[src/rtl/sc_gpio_pkg.sv]
package sc_gpio_pkg;
  // one-hot register selects produced by the decoder
  typedef struct packed {
    logic dir_s;   // direction register (1 = input)
    logic set_s;   // latch set / latch readback
    logic clr_s;   // latch clear
    logic pin_s;   // pin state / arming
  } gpio_sel_t;
endpackage

[src/rtl/sc_gpio_rst_sync.sv]
module sc_gpio_rst_sync (
  input  logic clk,
  input  logic rst_ni,
  output logic rst_no
);
  logic [1:0] stage_q;
  logic [1:0] stage_d;

  always_comb stage_d = {stage_q[0], 1'b1};

  always_ff @(posedge clk or negedge rst_ni) begin
    if (!rst_ni) stage_q <= 2'b00;
    else         stage_q <= stage_d;
  end

  assign rst_no = stage_q[1];
endmodule

[src/rtl/sc_gpio_decode.sv]
module sc_gpio_decode
  import sc_gpio_pkg::*;
#(
  parameter int ADDR_W  = 12,
  parameter int OFS_DIR = 'h100,
  parameter int OFS_SET = 'h108,
  parameter int OFS_CLR = 'h10C,
  parameter int OFS_PIN = 'h110
) (
  input  logic [ADDR_W-1:0] addr,
  output gpio_sel_t         sel
);
  always_comb begin
    sel.dir_s = (addr == ADDR_W'(OFS_DIR));
    sel.set_s = (addr == ADDR_W'(OFS_SET));
    sel.clr_s = (addr == ADDR_W'(OFS_CLR));
    sel.pin_s = (addr == ADDR_W'(OFS_PIN));
  end
endmodule

[src/rtl/sc_gpio_sync.sv]
module sc_gpio_sync #(
  parameter int WIDTH  = 32,
  parameter int STAGES = 2
) (
  input  logic             clk,
  input  logic             rst_ni,
  input  logic [WIDTH-1:0] din,
  output logic [WIDTH-1:0] dout
);
  logic [STAGES-1:0][WIDTH-1:0] chain_q;
  logic [STAGES-1:0][WIDTH-1:0] chain_d;

  always_comb begin
    chain_d[0] = din;
    for (int s = 1; s < STAGES; s++) chain_d[s] = chain_q[s-1];
  end

  always_ff @(posedge clk or negedge rst_ni) begin
    if (!rst_ni) chain_q <= '0;
    else         chain_q <= chain_d;
  end

  assign dout = chain_q[STAGES-1];
endmodule

[src/rtl/sc_gpio_pin_bank.sv]
module sc_gpio_pin_bank #(
  parameter int NUM_PINS = 32
) (
  input  logic                clk,
  input  logic                rst_ni,
  input  logic                set_we,
  input  logic                clr_we,
  input  logic                dir_we,
  input  logic [NUM_PINS-1:0] mask,
  output logic [NUM_PINS-1:0] latch,
  output logic [NUM_PINS-1:0] dir_in
);
  for (genvar p = 0; p < NUM_PINS; p++) begin : g_pin
    logic lat_q, lat_d, lat_en;
    logic dir_q, dir_d, dir_en;

    // latch: clear has priority over set
    always_comb begin
      lat_en = mask[p] & (set_we | clr_we);
      lat_d  = clr_we ? 1'b0 : 1'b1;
    end

    // direction: set/clear access makes the pin drive, dir write releases it
    always_comb begin
      dir_en = mask[p] & (set_we | clr_we | dir_we);
      dir_d  = dir_we & ~(set_we | clr_we);
    end

    always_ff @(posedge clk or negedge rst_ni) begin
      if (!rst_ni)     lat_q <= 1'b0;
      else if (lat_en) lat_q <= lat_d;
    end

    always_ff @(posedge clk or negedge rst_ni) begin
      if (!rst_ni)     dir_q <= 1'b1;
      else if (dir_en) dir_q <= dir_d;
    end

    assign latch[p]  = lat_q;
    assign dir_in[p] = dir_q;
  end
endmodule

[src/rtl/sc_gpio_port.sv]
module sc_gpio_port
  import sc_gpio_pkg::*;
#(
  parameter int NUM_PINS    = 32,
  parameter int DATA_W      = 32,
  parameter int ADDR_W      = 12,
  parameter int SYNC_STAGES = 2,
  parameter int OFS_DIR     = 'h100,
  parameter int OFS_SET     = 'h108,
  parameter int OFS_CLR     = 'h10C,
  parameter int OFS_PIN     = 'h110
) (
  input  logic                clk,
  input  logic                rst_n,
  input  logic [ADDR_W-1:0]   bus_addr,
  input  logic                bus_wr,
  input  logic [DATA_W-1:0]   bus_wdata,
  input  logic                bus_rd,
  output logic [DATA_W-1:0]   bus_rdata,
  output logic                bus_rvalid,
  input  logic [NUM_PINS-1:0] pad_in,
  output logic [NUM_PINS-1:0] pad_out,
  output logic [NUM_PINS-1:0] pad_oe
);
  logic                rst_sync_n;
  gpio_sel_t           sel;
  logic [NUM_PINS-1:0] latch, dir_in, pin_sync;
  logic                armed_q, armed_d;
  logic [DATA_W-1:0]   rdata_q, rdata_d;
  logic                rvalid_q;

  sc_gpio_rst_sync u_rst (.clk(clk), .rst_ni(rst_n), .rst_no(rst_sync_n));

  sc_gpio_decode #(
    .ADDR_W(ADDR_W), .OFS_DIR(OFS_DIR), .OFS_SET(OFS_SET),
    .OFS_CLR(OFS_CLR), .OFS_PIN(OFS_PIN)
  ) u_dec (.addr(bus_addr), .sel(sel));

  sc_gpio_pin_bank #(.NUM_PINS(NUM_PINS)) u_bank (
    .clk(clk), .rst_ni(rst_sync_n),
    .set_we(bus_wr & sel.set_s), .clr_we(bus_wr & sel.clr_s),
    .dir_we(bus_wr & sel.dir_s), .mask(bus_wdata[NUM_PINS-1:0]),
    .latch(latch), .dir_in(dir_in)
  );

  sc_gpio_sync #(.WIDTH(NUM_PINS), .STAGES(SYNC_STAGES)) u_sync (
    .clk(clk), .rst_ni(rst_sync_n), .din(pad_in), .dout(pin_sync)
  );

  // arming is sticky: any write to the pin-state offset
  always_comb armed_d = armed_q | (bus_wr & sel.pin_s);

  always_ff @(posedge clk or negedge rst_sync_n) begin
    if (!rst_sync_n) armed_q <= 1'b0;
    else             armed_q <= armed_d;
  end

  // registered read mux
  always_comb begin
    rdata_d = '0;
    unique case (1'b1)
      sel.dir_s: rdata_d = DATA_W'(dir_in);
      sel.set_s: rdata_d = DATA_W'(latch);
      sel.pin_s: rdata_d = armed_q ? DATA_W'(pin_sync) : '0;
      default:   rdata_d = '0;
    endcase
  end

  always_ff @(posedge clk or negedge rst_sync_n) begin
    if (!rst_sync_n) begin
      rdata_q  <= '0;
      rvalid_q <= 1'b0;
    end else begin
      rvalid_q <= bus_rd;
      if (bus_rd) rdata_q <= rdata_d;
    end
  end

  assign bus_rdata  = rdata_q;
  assign bus_rvalid = rvalid_q;
  assign pad_out    = latch;
  assign pad_oe     = ~dir_in;
endmodule

[config.mk]
export PLATFORM = sky130hd
export DESIGN_NAME = sc_gpio_port
export DESIGN_NICKNAME = d
export VERILOG_FILES = /design/src/rtl/sc_gpio_pkg.sv /design/src/rtl/sc_gpio_rst_sync.sv /design/src/rtl/sc_gpio_decode.sv /design/src/rtl/sc_gpio_sync.sv /design/src/rtl/sc_gpio_pin_bank.sv /design/src/rtl/sc_gpio_port.sv
export SDC_FILE = /design/constraint.sdc
export NUM_CORES = 1
export LEC_CHECK = 0
export BUFFER_PORTS_ARGS = -buffer_cell sky130_fd_sc_hd__buf_4
export CAP_MARGIN = 20
export CORE_ASPECT_RATIO = 0.5
export CORE_MARGIN = 2
export CORE_UTILIZATION = 43
export CTS_BUF_LIST = sky130_fd_sc_hd__clkbuf_8
export DETAILED_ROUTE_END_ITERATION = 8
export PLACE_DENSITY_LB_ADDON = 0.15
export SLEW_MARGIN = 15
export SYNTH_ARGS = -nofsm -noshare
export SYNTH_HDL_FRONTEND = slang
export SYNTH_SLANG_ARGS = --single-unit
[constraint.sdc]
create_clock -name clk -period 13.1 [get_ports clk]
set_input_delay 0 -clock clk [delete_from_list [all_inputs] [get_ports clk]]
set_output_delay 0 -clock clk [all_outputs]
set_load 0.1 [all_outputs]
* After elaboration in Yosys (flattened, before gate mapping)
Index checks and enable logic that the tools add are counted.
** Word-level totals
- Register bits :: 164
- Input bits :: 80
- Output and inout port bits :: 97
- Word-level logic and storage cells :: 151
** Cells by class
- Equal/unequal tests :: 4
- Muxes and demuxes :: 3
- Bitwise operators :: 74
** Operators with widths (count)
- one-hot mux 32 bit (3 select lines) :: 1
- bitwise AND 1 bit :: 69
- equality test 12 x 9 -> 1 bit (second input constant) :: 4
- two-way mux 32 bit :: 1
- inverter 32 bit :: 1
- OR 1 bit :: 3
- two-way mux 1 bit :: 1
- inverter 1 bit :: 1

* Depth between registers and ports, before layout
- Depth after elaboration :: 5
- Mapped depth :: 6
- Mapped depth without buffers :: 4

* Hierarchy
Synthesis repeated with hierarchy kept, for this count alone.
** Second synthesis, totals
- Cells, all modules :: 536
- Area, all modules :: 6501.2 µm²
** By module, submodules not included
- sc_gpio_pin_bank :: instances 1, cells an instance 272, area an instance 2971.6 µm², seq. area each 1641.6 µm²
- sc_gpio_port :: instances 1, cells an instance 187, area an instance 1791.7 µm², seq. area each 850.8 µm²
- sc_gpio_sync :: instances 1, cells an instance 64, area an instance 1601.5 µm², seq. area each 1601.5 µm²
- sc_gpio_decode :: instances 1, cells an instance 10, area an instance 82.6 µm², seq. area each 0.0 µm²
- sc_gpio_rst_sync :: instances 1, cells an instance 3, area an instance 53.8 µm², seq. area each 50.0 µm²

* Worst setup path after synthesis
No wires, ideal clock.
- Path type :: input to register
- From :: input port bus_addr[11]
- To :: register rdata_q[17] (netlist: bus_rdata[17])
- Setup time :: 0.083 ns
- Data arrival time :: 1.595 ns
- Data required time :: 13.017 ns
- Slack :: 11.423 ns
- Cell stages on the path :: 6
- Path buffers :: 2
- Cells stage by stage :: or4b_1 > buf_2 > or3_1 > or2_1 > clkbuf_2 > o21ai_0
** On the way
- Word-level cells in the longest chain between the ends :: 2
- Elaborated cells on any way between the ends :: 4
- Classes of those cells :: eq/ne: 3; mux: 1
** Ends and longest elaborated chain
- from (decl) :: RTL line sc_gpio_port.sv:15 : input logic [ADDR_W-1:0] bus_addr,
- equality test 12 x 9 -> 1 bit (on tied branches) :: RTL line sc_gpio_decode.sv:17, sc_gpio_decode.sv:14, sc_gpio_decode.sv:15
- one-hot mux 32 bit (3 select lines) * :: RTL line sc_gpio_port.sv:61 : unique case (1'b1)
- to (signal assigned) :: RTL line sc_gpio_port.sv:75 : if (bus_rd) rdata_q <= rdata_d;
- to (decl) :: RTL line sc_gpio_port.sv:29 : logic [DATA_W-1:0] rdata_q, rdata_d;
Mark *: on every way between the ends. The rest lies on a longest branch, timed or not.
A chain may end at the register's enable or synchronous reset.

* Final worst setup path
- From :: input port bus_wr
- To :: register u_bank.g_pin[31].dir_q
** On the way
- Word-level cells in the longest chain between the ends :: 4
- Elaborated cells on any way between the ends :: 8
- Classes of those cells :: bitwise: 8
** Ends and longest elaborated chain
- from (decl) :: RTL line sc_gpio_port.sv:16 : input logic bus_wr,
- bitwise AND 1 bit :: RTL line sc_gpio_port.sv:41 : .set_we(bus_wr & sel.set_s), .clr_we(bus_wr & sel.clr_s),
- OR 1 bit :: RTL line sc_gpio_pin_bank.sv:25, sc_gpio_pin_bank.sv:26
- OR 1 bit or inverter 1 bit (tied branches) :: RTL line sc_gpio_pin_bank.sv:25, sc_gpio_pin_bank.sv:26
- bitwise AND 1 bit (on tied branches) :: RTL line sc_gpio_pin_bank.sv:25, sc_gpio_pin_bank.sv:26
- to (signal assigned) :: RTL line sc_gpio_pin_bank.sv:36 : else if (dir_en) dir_q <= dir_d;
- to (decl) :: RTL line sc_gpio_pin_bank.sv:15 : logic dir_q, dir_d, dir_en;
Several ways; a longest one is shown, not always the timed one.

==> flow_metrics.tcl <==
set metrics [dict create \
    dr.max_layer_used "met4" \
    routedWlPerCell_um 16.35 \
    cts_buffers 17 \
    r2r-end "bus_rdata[13]" \
    drive_gt1_share_pct 33.38 \
    h-tree-depth 4 \
    core_area_um2 14510 \
    final_common_cell "buf_4" \
    synth_cell_type_count 35 \
    start_util_pct 44.25 \
    seq_area_frac_synth_pct 64.56 \
    end_kind "flop" \
    viasPerCell 4.952 \
    final-hold-violation-count 0 \
    clkTransAtPathRegs_ns 0.10 \
    critical_path_arrival_ns 2.68 \
    die_x_um 176.8 \
    hold_path.class "in -> reg" \
    leakage_nw 4.146 \
    syn_avg_cell_area_um2 11.73 \
    num_vias 4794 \
    routabilityCongestion 0.7692 \
    area_delta_synth_final_pct 37.00 \
    hold_depth 2 \
    holdPathEnd "u_bank.g_pin[0].lat_q" \
    maxCapViolCount 0 \
    die_h_um 90.39 \
    holdBufCountCts 70 \
    met1Wirelength_um 7284 \
    dr_wl_met2_um 7387 \
    startpoint_type "primary input" \
    dp_hpwl_um 10180 \
    layout_common_cells "buf_4, dfrtp_1, dlygate4sd3_1, inv_1, a21oi_1" \
    setup_tns_ns 0 \
    power_density_nw_per_um2 108.2 \
    drc 0 \
    syn_nets 627 \
    startpoint "bus_wr" \
    drt_iter0_drc 271 \
    gr-total-overflow 0 \
    yosys_warnings 0 \
    tightest_slew_ns 0.9715 \
    ff2ff_setup_slack_ns 11.38 \
    post_cts_buffers 0 \
    cts_tree "done" \
    relSlewSlack_pct 35.23 \
    rows 31 \
    final_util_pct 60.62 \
    maxSlewViolCount 0 \
    synth_cells 547 \
    cts.repair.resized 0 \
    status "complete, no violations" \
    clk_latency_ns 0.44 \
    timing.final.crit_period_ns 2.317 \
    rr_startpoint "armed_q" \
    peakVddDrop_mv 0.05090 \
    fmax_mhz 431.7 \
    finalSetupViolCount 0 \
    first_pass_iters 4 \
    cts_max_path_buffers 2 \
    grt_usage_pct 20.79 \
    grt_max_degree 77 \
    nNetsFinal 837 \
    met3_length_um 891 \
    grt_setup_unrepaired "no" \
    routed_wl_um 15830 \
    ys_ff_latch 164 \
    syn-cell-area_um2 6419 \
    critical_path_required_ns 13.46 \
    worstSetupPathType "in -> reg" \
    path_max_fanout 19 \
    min_from "bus_addr[2]" \
    finalCritPeriodShare_pct 17.68 \
    ff2ff_path_depth 5 \
    die_area_um2 15980 \
    io_pins 177 \
    fin_worst_skew_ns 0.01271 \
    cts.sinks 164 \
    grt_pass1_wl_um 25790 \
    cts-root-buf "clkbuf_8" \
    grt_pass1_vias 4893 \
    antenna_found_initial 0 \
    portBuffers 176 \
    ant_nets 0 \
    diodes 0 \
]
==> layout make-up <==
class	instances	area [um2]
Fill cell	1208	5713
Clock inverter	15	146.4
Inverter	67	251.5
Tap cell	198	247.7
Multi-Input combinational cell	252	1677
Clock buffer	17	234.0
Timing Repair Buffer	255	2090
Sequential cell	164	4148
==> registers in the layout (all words and copies together) (netlist names) <==
name	flops
u_bank.g_pin.dir_q	32
bus_rdata	32
u_sync.dout	32
bus_rvalid	1
armed_q	1
u_sync.chain_d	32
u_bank.g_pin.lat_q	32
u_rst.stage_q	2
==> cell usage after synthesis <==
cell type | count | share of area, %
dfstp_2 | 32 | 13
a22oi_1 | 43 | 5.0
nor4_2 | 2 | 0.39
nand2_1 | 37 | 2.2
nor3_1 | 9 | 0.70
a221o_1 | 9 | 1.4
and2_1 | 2 | 0.19
dfrtp_1 | 132 | 51
o21ai_1 | 8 | 0.62
o2bb2ai_1 | 3 | 0.41
or2_2 | 2 | 0.19
buf_1 | 3 | 0.18
nor4_1 | 3 | 0.29
or4_1 | 2 | 0.23
a211o_1 | 1 | 0.14
conb_1 | 1 | 0.058
or4b_1 | 1 | 0.16
or2_1 | 1 | 0.098
nor4_4 | 1 | 0.33
nand3b_1 | 1 | 0.12
o31ai_1 | 1 | 0.12
mux2i_1 | 32 | 5.0
or3_1 | 2 | 0.19
a21oi_1 | 64 | 5.0
clkbuf_2 | 1 | 0.078
buf_4 | 32 | 3.7
clkinv_1 | 1 | 0.058
inv_1 | 66 | 3.9
clkbuf_1 | 16 | 0.94
o21ai_0 | 15 | 1.2
or4b_2 | 1 | 0.16
buf_2 | 12 | 0.94
nor2b_1 | 1 | 0.098
or4bb_1 | 1 | 0.18
a32oi_1 | 9 | 1.2
==> cell families after synthesis <==
family / synth area share, %
buffers and inverters: 9.786
other: 0.05842
muxes: 4.990
DFF: 64.56
AOI/OAI and AO/OA: 15.11
and+or+nand+nor: 5.497
==> metal layers <==
| layer | vias up | GRT usage [%] |
|---|---|---|
| li1 | 2268 | - |
| met1 | 2358 | 27.98 |
| met2 | 145 | 33.69 |
| met3 | 23 | 4.630 |
| met4 | 0 | 6.543 |
| met5 | - | 0 |
==> worst max-delay path, stage by stage <==
cell and delay, ns:
dlygate4sd3_1 0.53, buf_4 0.12, or4b_2 0.62, nor4_4 0.71
buf_4 0.43, a21oi_1 0.11, a21oi_1 0.15
==> report_power, final <==
| part | total [mW] | internal, mW | switching [mW] |
|---|---|---|---|
| combinational | 0.0707 | 0.0337 | 0.0370 |
| sequential | 0.522 | 0.518 | 0.00418 |
| clock | 0.358 | 0.156 | 0.202 |
| total | 0.951 | 0.708 | 0.244 |
==> how the worst max path moves through the flow <==
stage | end | slack (ns) | depth (start not counted)
3_3_place_gp | bus_rdata[1] | 10.55 | 5
4_1_cts | bus_rdata[31] | 10.78 | 7
5_1_grt | u_bank.g_pin[13].dir_q | 10.67 | 7
6_report | u_bank.g_pin[31].dir_q | 10.78 | 7
2_1_floorplan | armed_q | 8.25 | 0
3_5_place_dp | bus_rdata[31] | 10.47 | 5
==> through the flow <==
step | area [um2] | hold slack (ns) | worst slack [ns] | std cells | total power, mW
floorplan | 6419 | -0.2956 | 8.248 | 547 | 0.5556
finish | 8793 | 0.03954 | 10.78 | 968 | 0.9513
global placement | 7712 | -0.2160 | 10.55 | 866 | 0.5863
detailed placement | 7712 | -0.2164 | 10.47 | 866 | 0.5870
CTS | 8793 | 0.02421 | 10.78 | 968 | 0.9635
global route | 8793 | 0.03271 | 10.67 | 968 | 0.9956
(Power assumes the default switching activity.)
